<file path="config.mk">
export PLATFORM = sky130hd
export DESIGN_NAME = wdog_two_stage
export DESIGN_NICKNAME = d
export VERILOG_FILES = /design/src/rtl/wdog_pkg.sv /design/src/rtl/wdog_timeout_lut.sv /design/src/rtl/wdog_downcnt.sv /design/src/rtl/wdog_ctrl.sv /design/src/rtl/wdog_two_stage.sv
export SDC_FILE = /design/constraint.sdc
export NUM_CORES = 1
export LEC_CHECK = 0
export BUFFER_PORTS_ARGS = -buffer_cell sky130_fd_sc_hd__buf_2
export CAP_MARGIN = 0
export CORE_ASPECT_RATIO = 0.9
export CORE_MARGIN = 5
export CORE_UTILIZATION = 24
export CTS_BUF_LIST = sky130_fd_sc_hd__clkbuf_16
export CTS_CLUSTER_DIAMETER = 150
export DETAILED_ROUTE_END_ITERATION = 6
export GPL_TIMING_DRIVEN = 0
export SYNTH_ARGS = -nofsm -noshare
export SYNTH_HDL_FRONTEND = slang
export SYNTH_SLANG_ARGS = --single-unit
</file>
<file path="constraint.sdc">
create_clock -name clk -period 2.02 [get_ports clk]
set_clock_uncertainty 0.05 [all_clocks]
set_input_delay 0.101 -clock clk [delete_from_list [all_inputs] [get_ports clk]]
set_output_delay 0.101 -clock clk [all_outputs]
set_load 0.01 [all_outputs]
</file>
<file path="src/rtl/wdog_pkg.sv">
package wdog_pkg;
  localparam int REG_W      = 8;
  localparam int B_RESTART  = 0;
  localparam int B_RST_FLAG = 1;
  localparam int B_RST_EN   = 2;
  localparam int B_IRQ_FLAG = 3;
  localparam int B_IRQ_EN   = 4;
  localparam int B_ENABLE   = 5;
  localparam int B_SEL_LO   = 6;
  localparam logic [1:0] SEL_DEFAULT = 2'd1;

  typedef struct packed {
    logic [1:0] sel;
    logic       en;
    logic       ie;
    logic       irq_f;
    logic       re;
    logic       rst_f;
  } ctrl_t;
endpackage

</file>
<file path="src/rtl/wdog_timeout_lut.sv">
module wdog_timeout_lut #(
  parameter int BASE_CYCLES  = 16,
  parameter int GRACE_CYCLES = 4,
  parameter int PSC_STEP     = 1,
  parameter int CNT_W        = 8
) (
  input  logic [1:0]       sel,
  input  logic             grace,
  output logic [CNT_W-1:0] val
);
  localparam int NSEL = 4;

  logic [CNT_W-1:0] full_tab  [NSEL];
  logic [CNT_W-1:0] grace_tab [NSEL];

  for (genvar s = 0; s < NSEL; s++) begin : g_tab
    assign full_tab[s]  = CNT_W'(BASE_CYCLES)  << (s * PSC_STEP);
    assign grace_tab[s] = CNT_W'(GRACE_CYCLES) << (s * PSC_STEP);
  end

  assign val = grace ? grace_tab[sel] : full_tab[sel];
endmodule

</file>
<file path="src/rtl/wdog_downcnt.sv">
module wdog_downcnt #(
  parameter int CNT_W = 8
) (
  input  logic             clk,
  input  logic             rst_n,
  input  logic             tick,
  input  logic             run,
  input  logic             load,
  input  logic [CNT_W-1:0] load_val,
  output logic             expire,
  output logic [CNT_W-1:0] count
);
  logic [CNT_W-1:0] cnt_q, cnt_d;
  logic             step;

  always_comb begin
    step   = tick & run & (cnt_q != '0);
    expire = step & (cnt_q == CNT_W'(1));
    cnt_d  = cnt_q;
    if (load)      cnt_d = load_val;
    else if (step) cnt_d = cnt_q - CNT_W'(1);
  end

  always_ff @(posedge clk or negedge rst_n) begin
    if (!rst_n) cnt_q <= '0;
    else        cnt_q <= cnt_d;
  end

  assign count = cnt_q;
endmodule

</file>
<file path="src/rtl/wdog_ctrl.sv">
module wdog_ctrl
  import wdog_pkg::*;
#(
  parameter int CNT_W = 8
) (
  input  logic             clk,
  input  logic             rst_n,
  input  logic             core_rst,
  input  logic             wr_en,
  input  logic [REG_W-1:0] wr_data,
  input  logic             expire,
  input  logic [CNT_W-1:0] lut_val,
  output ctrl_t            ctrl,
  output logic [1:0]       lut_sel,
  output logic             lut_grace,
  output logic             run,
  output logic             load,
  output logic [CNT_W-1:0] load_val,
  output logic             rst_req
);
  ctrl_t ctrl_q, ctrl_d;
  logic  req_q, req_d;
  logic  restart_w, starting, clr_irq;

  always_comb begin
    ctrl_d    = ctrl_q;
    req_d     = 1'b0;
    load      = 1'b0;
    lut_sel   = ctrl_q.sel;
    lut_grace = 1'b0;
    restart_w = wr_data[B_RESTART];
    starting  = wr_data[B_ENABLE] & ~ctrl_q.en;
    clr_irq   = wr_data[B_IRQ_FLAG] & ctrl_q.irq_f;
    if (core_rst) begin
      ctrl_d       = '0;
      ctrl_d.sel   = SEL_DEFAULT;
      ctrl_d.rst_f = ctrl_q.rst_f;
      load         = 1'b1;
    end else if (wr_en) begin
      ctrl_d.sel   = wr_data[B_SEL_LO +: 2];
      ctrl_d.en    = wr_data[B_ENABLE];
      ctrl_d.ie    = wr_data[B_IRQ_EN];
      ctrl_d.re    = wr_data[B_RST_EN];
      ctrl_d.irq_f = ctrl_q.irq_f & ~wr_data[B_IRQ_FLAG] & ~restart_w;
      ctrl_d.rst_f = ctrl_q.rst_f & ~wr_data[B_RST_FLAG];
      lut_sel      = wr_data[B_SEL_LO +: 2];
      load         = restart_w | starting | clr_irq;
    end else if (expire) begin
      if (!ctrl_q.irq_f) begin
        ctrl_d.irq_f = 1'b1;
        lut_grace    = 1'b1;
        load         = 1'b1;
      end else if (ctrl_q.re) begin
        ctrl_d.rst_f = 1'b1;
        req_d        = 1'b1;
      end
    end
    load_val = core_rst ? '0 : lut_val;
    run      = ctrl_q.en & ~wr_en & ~core_rst;
  end

  always_ff @(posedge clk or negedge rst_n) begin
    if (!rst_n) begin
      ctrl_q     <= '0;
      ctrl_q.sel <= SEL_DEFAULT;
      req_q      <= 1'b0;
    end else begin
      ctrl_q <= ctrl_d;
      req_q  <= req_d;
    end
  end

  assign ctrl    = ctrl_q;
  assign rst_req = req_q;
endmodule

</file>
<file path="src/rtl/wdog_two_stage.sv">
module wdog_two_stage
  import wdog_pkg::*;
#(
  parameter int BASE_CYCLES  = 16,
  parameter int GRACE_CYCLES = 4,
  parameter int PSC_STEP     = 1
) (
  input  logic             clk,
  input  logic             rst_n,
  input  logic             core_rst,
  input  logic             tick,
  input  logic             wr_en,
  input  logic [REG_W-1:0] wr_data,
  output logic [REG_W-1:0] rd_data,
  output logic             irq,
  output logic             rst_req
);
  localparam int MAX_CYC = (BASE_CYCLES > GRACE_CYCLES) ? BASE_CYCLES : GRACE_CYCLES;
  localparam int CNT_W   = $clog2((MAX_CYC << (3 * PSC_STEP)) + 1);

  ctrl_t            ctrl;
  logic [1:0]       lut_sel;
  logic             lut_grace, run, load, expire;
  logic [CNT_W-1:0] lut_val, load_val, cnt_q;

  wdog_timeout_lut #(
    .BASE_CYCLES(BASE_CYCLES), .GRACE_CYCLES(GRACE_CYCLES),
    .PSC_STEP(PSC_STEP), .CNT_W(CNT_W)
  ) u_lut (
    .sel(lut_sel), .grace(lut_grace), .val(lut_val)
  );

  wdog_downcnt #(.CNT_W(CNT_W)) u_cnt (
    .clk(clk), .rst_n(rst_n), .tick(tick), .run(run), .load(load),
    .load_val(load_val), .expire(expire), .count(cnt_q)
  );

  wdog_ctrl #(.CNT_W(CNT_W)) u_ctrl (
    .clk(clk), .rst_n(rst_n), .core_rst(core_rst), .wr_en(wr_en),
    .wr_data(wr_data), .expire(expire), .lut_val(lut_val), .ctrl(ctrl),
    .lut_sel(lut_sel), .lut_grace(lut_grace), .run(run), .load(load),
    .load_val(load_val), .rst_req(rst_req)
  );

  assign rd_data = {ctrl, 1'b0};
  assign irq     = ctrl.irq_f & ctrl.ie;
endmodule

</file>
==> metrics <==
leakage dissipation 0.602 nW; antenna violations before repair 0; required time worst endpoint 2.12 ns; number of buffers inserted by port buffering 21; Vias/cell 4.73; Post-route DRC 0; power density over cell area 687 nW/um^2; Final min period 1.98 ns; largest voltage drop on the vdd net 0.000234 V; Reg power frac 0.397; Synth Instances 100; Non-Filler Cell Area, Final 1290 sq um; critical-path cell list or4_4 -> nor3_4 -> nand4_4 -> mux2_2 -> o32ai_2; share of the synthesized area in the top cell type 0.378; diode insertion count for antenna repair 0; Net Count, Synth 116; Max stage delay on crit path 0.59 ns; register clock-pin slew on the reported worst setup and hold paths 0.05 ns; count of flip-flops with a built-in enable after synthesis 0; fraction of layout instances using a drive strength above 1 0.328; Die Ht 71.0 um; sort of element at the end of the critical path flip-flop; global-route usage over all layers 0.0849; final period utilization 0.979; number of DRC markers after the initial detailed-route iteration 36; via count 832; Rows 22; worst-path cell with the longest stage delay or4_4; most frequent cell after synthesis dfrtp_1; Critical Setup Path Class reg2reg; net switching power of the design 0.222 mW; pre-CTS worst setup slack 0.0359 ns; worst-case clock buffer depth 2; depth of the CTS H-tree 1; setup repair after global routing missed its margin yes; synth unique cells 41; most common flop cell mapped by yosys dfrtp_1; status finished clean; via count of the first global-routing pass 838; hpwl dp 1.81 mm; proportion of total power due to net switching 0.251; number of setup violations in the final report 0; total die area 5530 sq um; Layout Nets 145; synth top area cells dfrtp_1 38%, mux2i_1 10%, nor2_1 4.5%; Horiz. Die Dim 77.8 um; combinational cell fraction of total power 0.156; Worst Path Buf+Inv 0; insertion delay to the later sink of the worst-skew pair 0.25 ns; number of CTS-inserted buffers 3; TritonCTS clock tree built; post-synthesis cell type with the largest combined area dfrtp_1; share of flip-flops with an asynchronous set or reset after synthesis 1.00; Achievable Freq 506 MHz; sequential share of the synthesized area 0.404; slew margin rel. 0.671; remaining antenna violation count 0; routed wire length per instance 13.8 um; core area 4050 sq um; worst min-delay path class in2reg; clock root buffer master clkbuf_16; initial cell density of the core 0.246; area growth from synthesis to layout 29.7%; WP data arrival 2.08 ns; reg-to-reg slack, setup 0.04 ns; slew at the pin closest to its max-slew limit 0.488 ns; Worst path top cell family by delay simple AND/OR/NAND/NOR gates; Congestion Overflow GR 0; Mean Syn Cell Area 9.93 sq um; TritonRoute pass-1 iters 5; Int Pwr 0.663 mW; maximum number of pins on one net before global-route repair 17; share of power burned in the clock network 0.447; number of register bits inferred by synthesis 16; Placed Area 1160 sq um; IO Count 23; final routed wirelength across all metal layers 2.43 mm; number of maximum-capacitance violations 0; # clock sinks 16; Critical Path Start Type flip-flop; wire length of the first global-routing pass 3.78 mm; cell area after technology mapping 993 sq um; cell types with the highest counts after synthesis 15 x dfrtp_1, 12 x nor2_1, 10 x mux2i_1; Critical Path Fanout Max 4; number of hold violations in the final report 0; final number of max-transition violations 0; final weighted congestion in routability-driven placement 0.764; Ys Warns 0; post-route setup slack 0.0424 ns
-- per-layer routing --
layer	vias to the layer above	share of wire	routed length (um)	GRT usage
met5	-	0	0	0
met4	0	0.015	36	0.0458
met3	2	0.048	117	0.0229
met2	15	0.49	1190	0.139
met1	401	0.45	1080	0.100
li1	414	-	-	-
-- power groups by stage --
stage	Clock, mW	Combinational (mW)	Sequential (mW)
floorplan	0	0.0817	0.356
global placement	0	0.123	0.355
detailed placement	0	0.127	0.356
CTS	0.400	0.129	0.350
global route	0.417	0.152	0.353
finish	0.396	0.138	0.351
-- placed cells by master (no fill, tap or decap), types with 2 or more instances in the layout --
master / Yosys / routed
xnor2_1: 2 / 2
nand3_1: 3 / 3
nor2_1: 12 / 12
nor3b_1: 2 / 2
a21oi_1: 3 / 3
nor2b_1: 4 / 4
o21ai_0: 4 / 4
inv_2: 0 / 2
nor4_1: 2 / 2
dfrtp_1: 15 / 15
mux2i_1: 10 / 10
nand2_1: 3 / 3
clkbuf_16: 0 / 3
ha_1: 3 / 2
nor3_1: 2 / 2
buf_4: 2 / 5
buf_2: 1 / 21
a21o_1: 3 / 3
inv_1: 3 / 2
o211ai_1: 2 / 2
nand2b_1: 2 / 2
-- layout make-up --
type	count	area [sq um]
inverters	3	11.3
repair buffers	24	130
flip-flops and latches	16	402
well taps	48	60.1
clock inverters	1	3.75
multi-input cells	77	581
plain buffers	4	26.3
fillers	413	2760
clock buffers	3	75.1
-- logic make-up (layout without fill, tap and decap cells) --
logic type      Yosys count  after routing  share of synthesized area
flops                    16             16                      0.404
fa+ha+maj                 3              3                     0.0378
compound gates           16             16                      0.115
buf+inv                   7             35                     0.0353
mux                      11             11                      0.112
other cells               1              1                    0.00377
simple gates             43             43                      0.266
xor+xnor                  3              3                     0.0265
-- final timing paths --
kind,from,end,cells past startpoint
setup / recovery,u_cnt.count[4],u_cnt.count[5],5
min in group asynchronous,rst_n,u_cnt.count[0],2
max in group asynchronous,rst_n,u_ctrl.ctrl[5],2
hold reg to reg,u_ctrl.ctrl[0],u_ctrl.ctrl[0],1
hold / removal,wr_data[4],u_ctrl.ctrl[3],3
setup reg to reg,u_cnt.count[4],u_cnt.count[5],5
-- what timing repair did --
action	4_1_cts	5_1_grt
hold endpoints to repair	15	0
hold buffers	1	0
resized for setup	0	7
endpoints found under the setup margin	0	7
setup buffers	0	2
-- state kept, by name, summed over array words and instances (netlist names) --
register,flops
u_cnt.count,8
u_ctrl.ctrl,7
u_ctrl.rst_req,1
-- worst min-delay path, delay by kind of cell --
kind	cells	cell delay (ns)
buffers and inverters	1	0.08
AND/OR/NAND/NOR	1	0.08
multiplexers	1	0.05
-- through the flow --
stage	TNS, ns	hold slack [ns]	total power, mW	util	instances
detailed placement	0	-0.00115	0.483	0.286	169
floorplan	0	-0.245	0.437	-	100
finish	0	0.0527	0.885	0.318	176
global placement	0	-0.00994	0.478	0.286	169
global route	-0.0703	0.0687	0.921	0.318	176
CTS	0	0.0588	0.880	0.308	174
Power figures use the tool's default switching activity.
